==> config.mk <==
export PLATFORM = sky130hd
export DESIGN_NAME = sd_digit_mult
export DESIGN_NICKNAME = d
export VERILOG_FILES = /design/src/rtl/sd_mult_pkg.sv /design/src/rtl/sd_full_add.sv /design/src/rtl/sd_ripple_add.sv /design/src/rtl/sd_bitprod.sv /design/src/rtl/sd_accum.sv /design/src/rtl/sd_encode.sv /design/src/rtl/sd_digit_mult.sv
export SDC_FILE = /design/constraint.sdc
export NUM_CORES = 1
export LEC_CHECK = 0
export BUFFER_PORTS_ARGS = -buffer_cell sky130_fd_sc_hd__buf_2
export CAP_MARGIN = 20
export CELL_PAD_IN_SITES_DETAIL_PLACEMENT = 1
export CELL_PAD_IN_SITES_GLOBAL_PLACEMENT = 1
export CORE_UTILIZATION = 42
export CTS_CLUSTER_DIAMETER = 50
export CTS_CLUSTER_SIZE = 40
export DETAILED_ROUTE_END_ITERATION = 10
export GPL_TIMING_DRIVEN = 0
export PLACE_DENSITY_LB_ADDON = 0.05
export REMOVE_ABC_BUFFERS = 1
export SLEW_MARGIN = 25
export SYNTH_ARGS = -nofsm -noshare
export SYNTH_HDL_FRONTEND = slang
export SYNTH_SLANG_ARGS = --single-unit
==> constraint.sdc <==
create_clock -name clk -period 9.5 [get_ports clk]
set_clock_uncertainty 0.15 [all_clocks]
set_input_delay 1.425 -clock clk [delete_from_list [all_inputs] [get_ports clk]]
set_output_delay 1.425 -clock clk [all_outputs]
set_load 0.02 [all_outputs]
==> src/rtl/sd_mult_pkg.sv <==
// Package: shared helpers for the signed-digit digit-product generator.
package sd_mult_pkg;

    // Offset added to the raw encoded bit sum so the re-encoder sees a
    // non-negative number: removes the 2*(2^h-1) negabit offset and adds
    // the 2^h + 4^h carried by the two output negabits.
    function automatic int sd_bias(input int h);
        return (1 << (2 * h)) - (1 << h) + 2;
    endfunction

endpackage

==> src/rtl/sd_full_add.sv <==
// Module: one full-adder cell.
// Assumes: nothing; the polarity of the inputs is handled by the caller's bias.
module sd_full_add (
    input  logic a,
    input  logic b,
    input  logic ci,
    output logic s,
    output logic co
);
    // Sum and majority carry.
    always_comb begin
        s  = a ^ b ^ ci;
        co = (a & b) | (a & ci) | (b & ci);
    end
endmodule

==> src/rtl/sd_ripple_add.sv <==
// Module: W-bit ripple adder built from full-adder cells; the carry out of
// the top bit is dropped.
// Assumes: the caller sizes W so that the sum never wraps.
module sd_ripple_add #(
    parameter int W = 8
) (
    input  logic [W-1:0] a,
    input  logic [W-1:0] b,
    input  logic         cin,
    output logic [W-1:0] sum
);
    logic [W-1:0] c;

    assign c[0] = cin;

    // One cell per bit; the top bit only needs its sum.
    for (genvar i = 0; i < W; i++) begin : g_bit
        if (i < W - 1) begin : g_cell
            sd_full_add u_fa (
                .a  (a[i]),
                .b  (b[i]),
                .ci (c[i]),
                .s  (sum[i]),
                .co (c[i+1])
            );
        end else begin : g_top
            assign sum[i] = a[i] ^ b[i] ^ c[i];
        end
    end
endmodule

==> src/rtl/sd_bitprod.sv <==
// Module: bit-product generator for two mixed-polarity digits.
// Assumes: negabits are stored inverted (0 means -1, 1 means 0).
//   posibit * posibit -> posibit : AND
//   posibit * negabit -> negabit : AND with the negabit input inverted,
//                                  output inverted
//   negabit * negabit -> posibit : NOR
module sd_bitprod #(
    parameter int H = 3
) (
    input  logic [H-1:0]        a_pos,
    input  logic                a_neg,
    input  logic [H-1:0]        b_pos,
    input  logic                b_neg,
    output logic [H-1:0][H-1:0] pp,      // pp[j][i] at weight 2^(i+j)
    output logic [H-1:0]        na_row,  // a_neg * b_pos[j], weight 2^j
    output logic [H-1:0]        nb_row,  // a_pos[i] * b_neg, weight 2^i
    output logic                nn_bit   // a_neg * b_neg, weight 1
);
    for (genvar j = 0; j < H; j++) begin : g_row
        for (genvar i = 0; i < H; i++) begin : g_col
            // Posibit by posibit.
            assign pp[j][i] = a_pos[i] & b_pos[j];
        end
        // Negabit of A by posibit of B.
        assign na_row[j] = ~(~a_neg & b_pos[j]);
        // Posibit of A by negabit of B.
        assign nb_row[j] = ~(a_pos[j] & ~b_neg);
    end

    // Negabit by negabit.
    assign nn_bit = ~(a_neg | b_neg);
endmodule

==> src/rtl/sd_accum.sv <==
// Module: sums the encoded bit products through a chain of ripple rows.
// Assumes: each negabit is summed as its stored bit; the constant offset
// this causes is removed later by the bias in the re-encoder.
module sd_accum #(
    parameter int H  = 3,
    parameter int SW = 2 * H + 2
) (
    input  logic [H-1:0][H-1:0] pp,
    input  logic [H-1:0]        na_row,
    input  logic [H-1:0]        nb_row,
    input  logic                nn_bit,
    output logic [SW-1:0]       e_sum
);
    logic [SW-1:0] stage [0:H];

    // First row: row 0 of the posibit products plus the A-negabit row; the
    // negabit-by-negabit bit enters as the carry in.
    sd_ripple_add #(.W(SW)) u_row_first (
        .a   (SW'(pp[0])),
        .b   (SW'(na_row)),
        .cin (nn_bit),
        .sum (stage[0])
    );

    // Second row: the B-negabit row.
    sd_ripple_add #(.W(SW)) u_row_negb (
        .a   (stage[0]),
        .b   (SW'(nb_row)),
        .cin (1'b0),
        .sum (stage[1])
    );

    // Remaining posibit rows, each shifted to its weight.
    for (genvar j = 1; j < H; j++) begin : g_rows
        sd_ripple_add #(.W(SW)) u_row (
            .a   (stage[j]),
            .b   (SW'(pp[j]) << j),
            .cin (1'b0),
            .sum (stage[j+1])
        );
    end

    assign e_sum = stage[H];
endmodule

==> src/rtl/sd_encode.sv <==
// Module: re-encodes the biased bit sum into two output digits. Each digit
// has H posibits and a negabit at weight 2^H.
// Assumes: e_sum + bias lies in [0, 2*4^H + 2^H - 1].
module sd_encode #(
    parameter int H  = 3,
    parameter int SW = 2 * H + 2
) (
    input  logic [SW-1:0] e_sum,
    output logic [H-1:0]  lo_pos,
    output logic          lo_neg,
    output logic [H-1:0]  hi_pos,
    output logic          hi_neg
);
    import sd_mult_pkg::*;

    localparam logic [SW-1:0] BIAS = SW'(sd_bias(H));
    localparam logic [H+1:0]  HALF = {2'b01, {H{1'b0}}};

    logic [SW-1:0] w;
    logic [H+1:0]  r;
    logic [H+1:0]  rr;

    // Split the biased sum into the lower posibits and a shared upper part,
    // then share the upper part between the two negabits and the upper
    // posibits.
    always_comb begin
        w      = e_sum + BIAS;
        lo_pos = w[H-1:0];
        r      = w[SW-1:H];
        hi_neg = r[H+1] | r[H];
        rr     = r - (hi_neg ? HALF : '0);
        lo_neg = |rr;
        hi_pos = rr[H-1:0] - {{(H-1){1'b0}}, lo_neg};
    end
endmodule

==> src/rtl/sd_digit_mult.sv <==
// Module: top of the signed-digit digit-product generator. Combinational
// product logic followed by one output register.
// Assumes: synchronous active-low reset; the reset value is the encoding of
// zero (posibits 0, negabits 1).
module sd_digit_mult #(
    parameter int H = 3
) (
    input  logic         clk,
    input  logic         rst_n,
    input  logic [H-1:0] a_pos,
    input  logic         a_neg,
    input  logic [H-1:0] b_pos,
    input  logic         b_neg,
    output logic [H-1:0] lo_pos,
    output logic         lo_neg,
    output logic [H-1:0] hi_pos,
    output logic         hi_neg
);
    localparam int SW = 2 * H + 2;

    logic [H-1:0][H-1:0] pp;
    logic [H-1:0]        na_row;
    logic [H-1:0]        nb_row;
    logic                nn_bit;
    logic [SW-1:0]       e_sum;
    logic [H-1:0]        lo_pos_c;
    logic [H-1:0]        hi_pos_c;
    logic                lo_neg_c;
    logic                hi_neg_c;

    sd_bitprod #(.H(H)) u_bitprod (
        .a_pos  (a_pos),
        .a_neg  (a_neg),
        .b_pos  (b_pos),
        .b_neg  (b_neg),
        .pp     (pp),
        .na_row (na_row),
        .nb_row (nb_row),
        .nn_bit (nn_bit)
    );

    sd_accum #(.H(H), .SW(SW)) u_accum (
        .pp     (pp),
        .na_row (na_row),
        .nb_row (nb_row),
        .nn_bit (nn_bit),
        .e_sum  (e_sum)
    );

    sd_encode #(.H(H), .SW(SW)) u_encode (
        .e_sum  (e_sum),
        .lo_pos (lo_pos_c),
        .lo_neg (lo_neg_c),
        .hi_pos (hi_pos_c),
        .hi_neg (hi_neg_c)
    );

    // Output register: loads the product, or the zero encoding in reset.
    always_ff @(posedge clk) begin
        if (!rst_n) begin
            lo_pos <= '0;
            lo_neg <= 1'b1;
            hi_pos <= '0;
            hi_neg <= 1'b1;
        end else begin
            lo_pos <= lo_pos_c;
            lo_neg <= lo_neg_c;
            hi_pos <= hi_pos_c;
            hi_neg <= hi_neg_c;
        end
    end
endmodule

==> flow_summary.toml <==
[power]
ir_worst_vdd_mv = 0.1493
leakage_nw = 0.4161
p_per_area_mw_per_mm2 = 315.3
intPower_mw = 0.1537
switching_share = 0.4355
p_clk_frac = 0.089
pwr-share-comb = 0.731
seqPwrFrac = 0.180
power.switching_mw = 0.1185

[placement]
gp_congestion = 0.7365
dp_hpwl_mm = 1.189
io_buffer_count = 17
dpl_cell_area_um2 = 840.8

[routing]
drt-initial-drc-count = 9
num_vias = 548
dr.pass1.iters = 5
ant_nets = 0
wl_per_cell_um = 12.72
wl_mm = 1.361
drc_errors = 0
avgViaCountPerCell = 5.121

[finish]
fin_area_um2 = 863.3
layout_common_cells = "17 x buf_2, 10 x and2_1, 9 x fa_1, 9 x ha_1, 8 x dfxtp_1"
drive_gt1_frac = 0.2637
final_common_cell = "buf_2"
fillerInstances = 192
diodes = 0
syn_to_final_growth_pct = 17.35
fin_nets = 121

[critical_path]
start_kind = "input port"
path_class = "input port to register"
slowest_delay_ns = 0.50
crit_path_frequent_cell = "fa_1"
crit_chain = "buf_2, or2_2, fa_1, inv_1, fa_1, fa_1, fa_1, fa_1, fa_1, fa_1, inv_1, fa_1, xor2_1, nand3_1, ha_1, ha_1, xnor2_1, xnor2_1, and2_1"
cp.arrival_ns = 6.73
crit_required_ns = 9.49
end_kind = "register"
critPathMaxFanout = 6
cp_slowest_cell = "fa_1"

[cts]
clk_pin_slew_ns = 0.05
clockBufferDepth = 2
cts_root_buf = "clkbuf_4"
cts_buffers = 3
ctsHoldBuffers = 0
cts_tree = "yes"
post-cts-setup-buffer-count = 0
cts_sinks = 8
htreeDepth = 1
cts.repair.resized = 0

[yosys]
ys_seq_area_frac = 0.2177
syn_inst = 71
synthAdderAreaFrac = 0.3980
synth_mux_area_frac = 0
synth_cell_type_count = 20
synth_top_family_by_area = "adder cells"
synth-simple-area-share = 0.2568
synth_compound_area_frac = 0.05442
yosys.area.top_type = "fa_1"
netlist.area_leader.share = 0.2449
synth_area_um2 = 735.7
avgSynthCellArea_um2 = 10.36
synth_area_leaders = "fa_1 24%, dfxtp_1 22%, ha_1 15%"
yosysWarnings = 0
yosys.area_share.xor_xnor = 0.04762
yosys_register_bits = 8

[floorplanning]
std_cell_rows = 14
io_pins = 18
core_area_mm2 = 0.001577
dieArea_mm2 = 0.001923
die_h_um = 43.86
initial_core_util = 0.4667
die_w_um = 43.86

[grt]
grt_max_degree = 9
grt.total_usage = 0.1675
grt_pass1_wl_mm = 2.311
antenna_found_initial = 0
grt_pass1_vias = 570
grt_overflow_total = 0

[timing]
fin_tns_setup_ns = 0
rsz0062_at_grt = "no"
setup_viol = 0
relSlewSlack = 0.8332
post-route-period-util = 0.7091
worstMarginPinSlew_ns = 0.2499
slew_viol_final = 0
fin_crit_ns = 6.737
finalHoldViolCount = 0
fmax_mhz = 148.4

[status]
status = "finished, final reports clean"

[run]
max_cap_viol_count = 0

[hold_path]
hold_class = "input port to register"
[registers in the layout (all words and copies together), names as in the netlist]
| signal | count |
|---|---|
| hi_neg | 1 |
| lo_neg | 1 |
| hi_pos | 3 |
| lo_pos | 3 |
[power groups by stage]
stage	Combinational [mW]	Clock, mW	Sequential (mW)
4_1_cts	0.202	0.0253	0.0492
3_3_place_gp	0.193	0	0.0495
2_1_floorplan	0.138	0	0.0659
3_5_place_dp	0.196	0	0.0499
6_report	0.199	0.0242	0.0490
5_1_grt	0.226	0.0269	0.0500
[worst max-delay path: cells and delay by family]
| kind | cells | cell delay, ns |
|---|---|---|
| simple gates | 3 | 0.55 |
| fa+ha+maj | 10 | 3.95 |
| buf+inv | 3 | 0.28 |
| xor+xnor | 3 | 0.51 |
[area by class of cell]
class	instances	area (um2)	area share
clock buffers	3	22.52	0.02609
inverters	5	18.77	0.02174
multi-input cells	58	556.8	0.6449
flip-flops and latches	8	160.2	0.1855
well taps	16	20.02	0.02319
repair buffers	17	85.08	0.09855
[logic make-up (layout without fill, tap and decap cells)]
group	count (synthesis)	after routing
and+or+nand+nor	30	30
adders and majority gates	18	18
DFF	8	8
AOI/OAI and AO/OA	6	6
buffers and inverters	5	25
xor gates and xnor gates	4	4
[synthesized netlist by cell type]
cell type / instances
and2_1: 10
or2_2: 1
and4b_1: 1
a21o_2: 1
ha_1: 9
a21oi_1: 3
o211ai_1: 1
and3b_2: 1
xnor2_1: 2
o2111ai_1: 1
fa_1: 9
inv_1: 5
nand2b_1: 6
xor2_1: 2
nor3b_2: 1
nand2_1: 2
nor2_1: 2
nor2b_1: 4
nand3_1: 2
dfxtp_1: 8
[final timing paths]
path,start,end,slack (ns),cells after the start
hold / removal,rst_n,hi_neg,1.31,2
setup / recovery,a_neg,hi_pos[2],2.76,19
[through the flow]
| stage | power (mW) | util | hold WS [ns] | setup slack [ns] | std cells |
|---|---|---|---|---|---|
| 2_1_floorplan | 0.2041 | - | 1.370 | 2.867 | 71 |
| 3_3_place_gp | 0.2420 | 0.5333 | 1.567 | 2.573 | 104 |
| 3_5_place_dp | 0.2462 | 0.5333 | 1.567 | 2.448 | 104 |
| 4_1_cts | 0.2768 | 0.5476 | 1.307 | 2.704 | 107 |
| 5_1_grt | 0.3029 | 0.5476 | 1.320 | 2.507 | 107 |
| 6_report | 0.2722 | 0.5476 | 1.310 | 2.763 | 107 |
[layer usage]
layer	track usage	part of all wire
met2	0.2985	0.51
met1	0.1984	0.47
met4	0.07273	0
met3	0.02500	0.021
met5	0	0
Power figures use the tool's default switching activity.
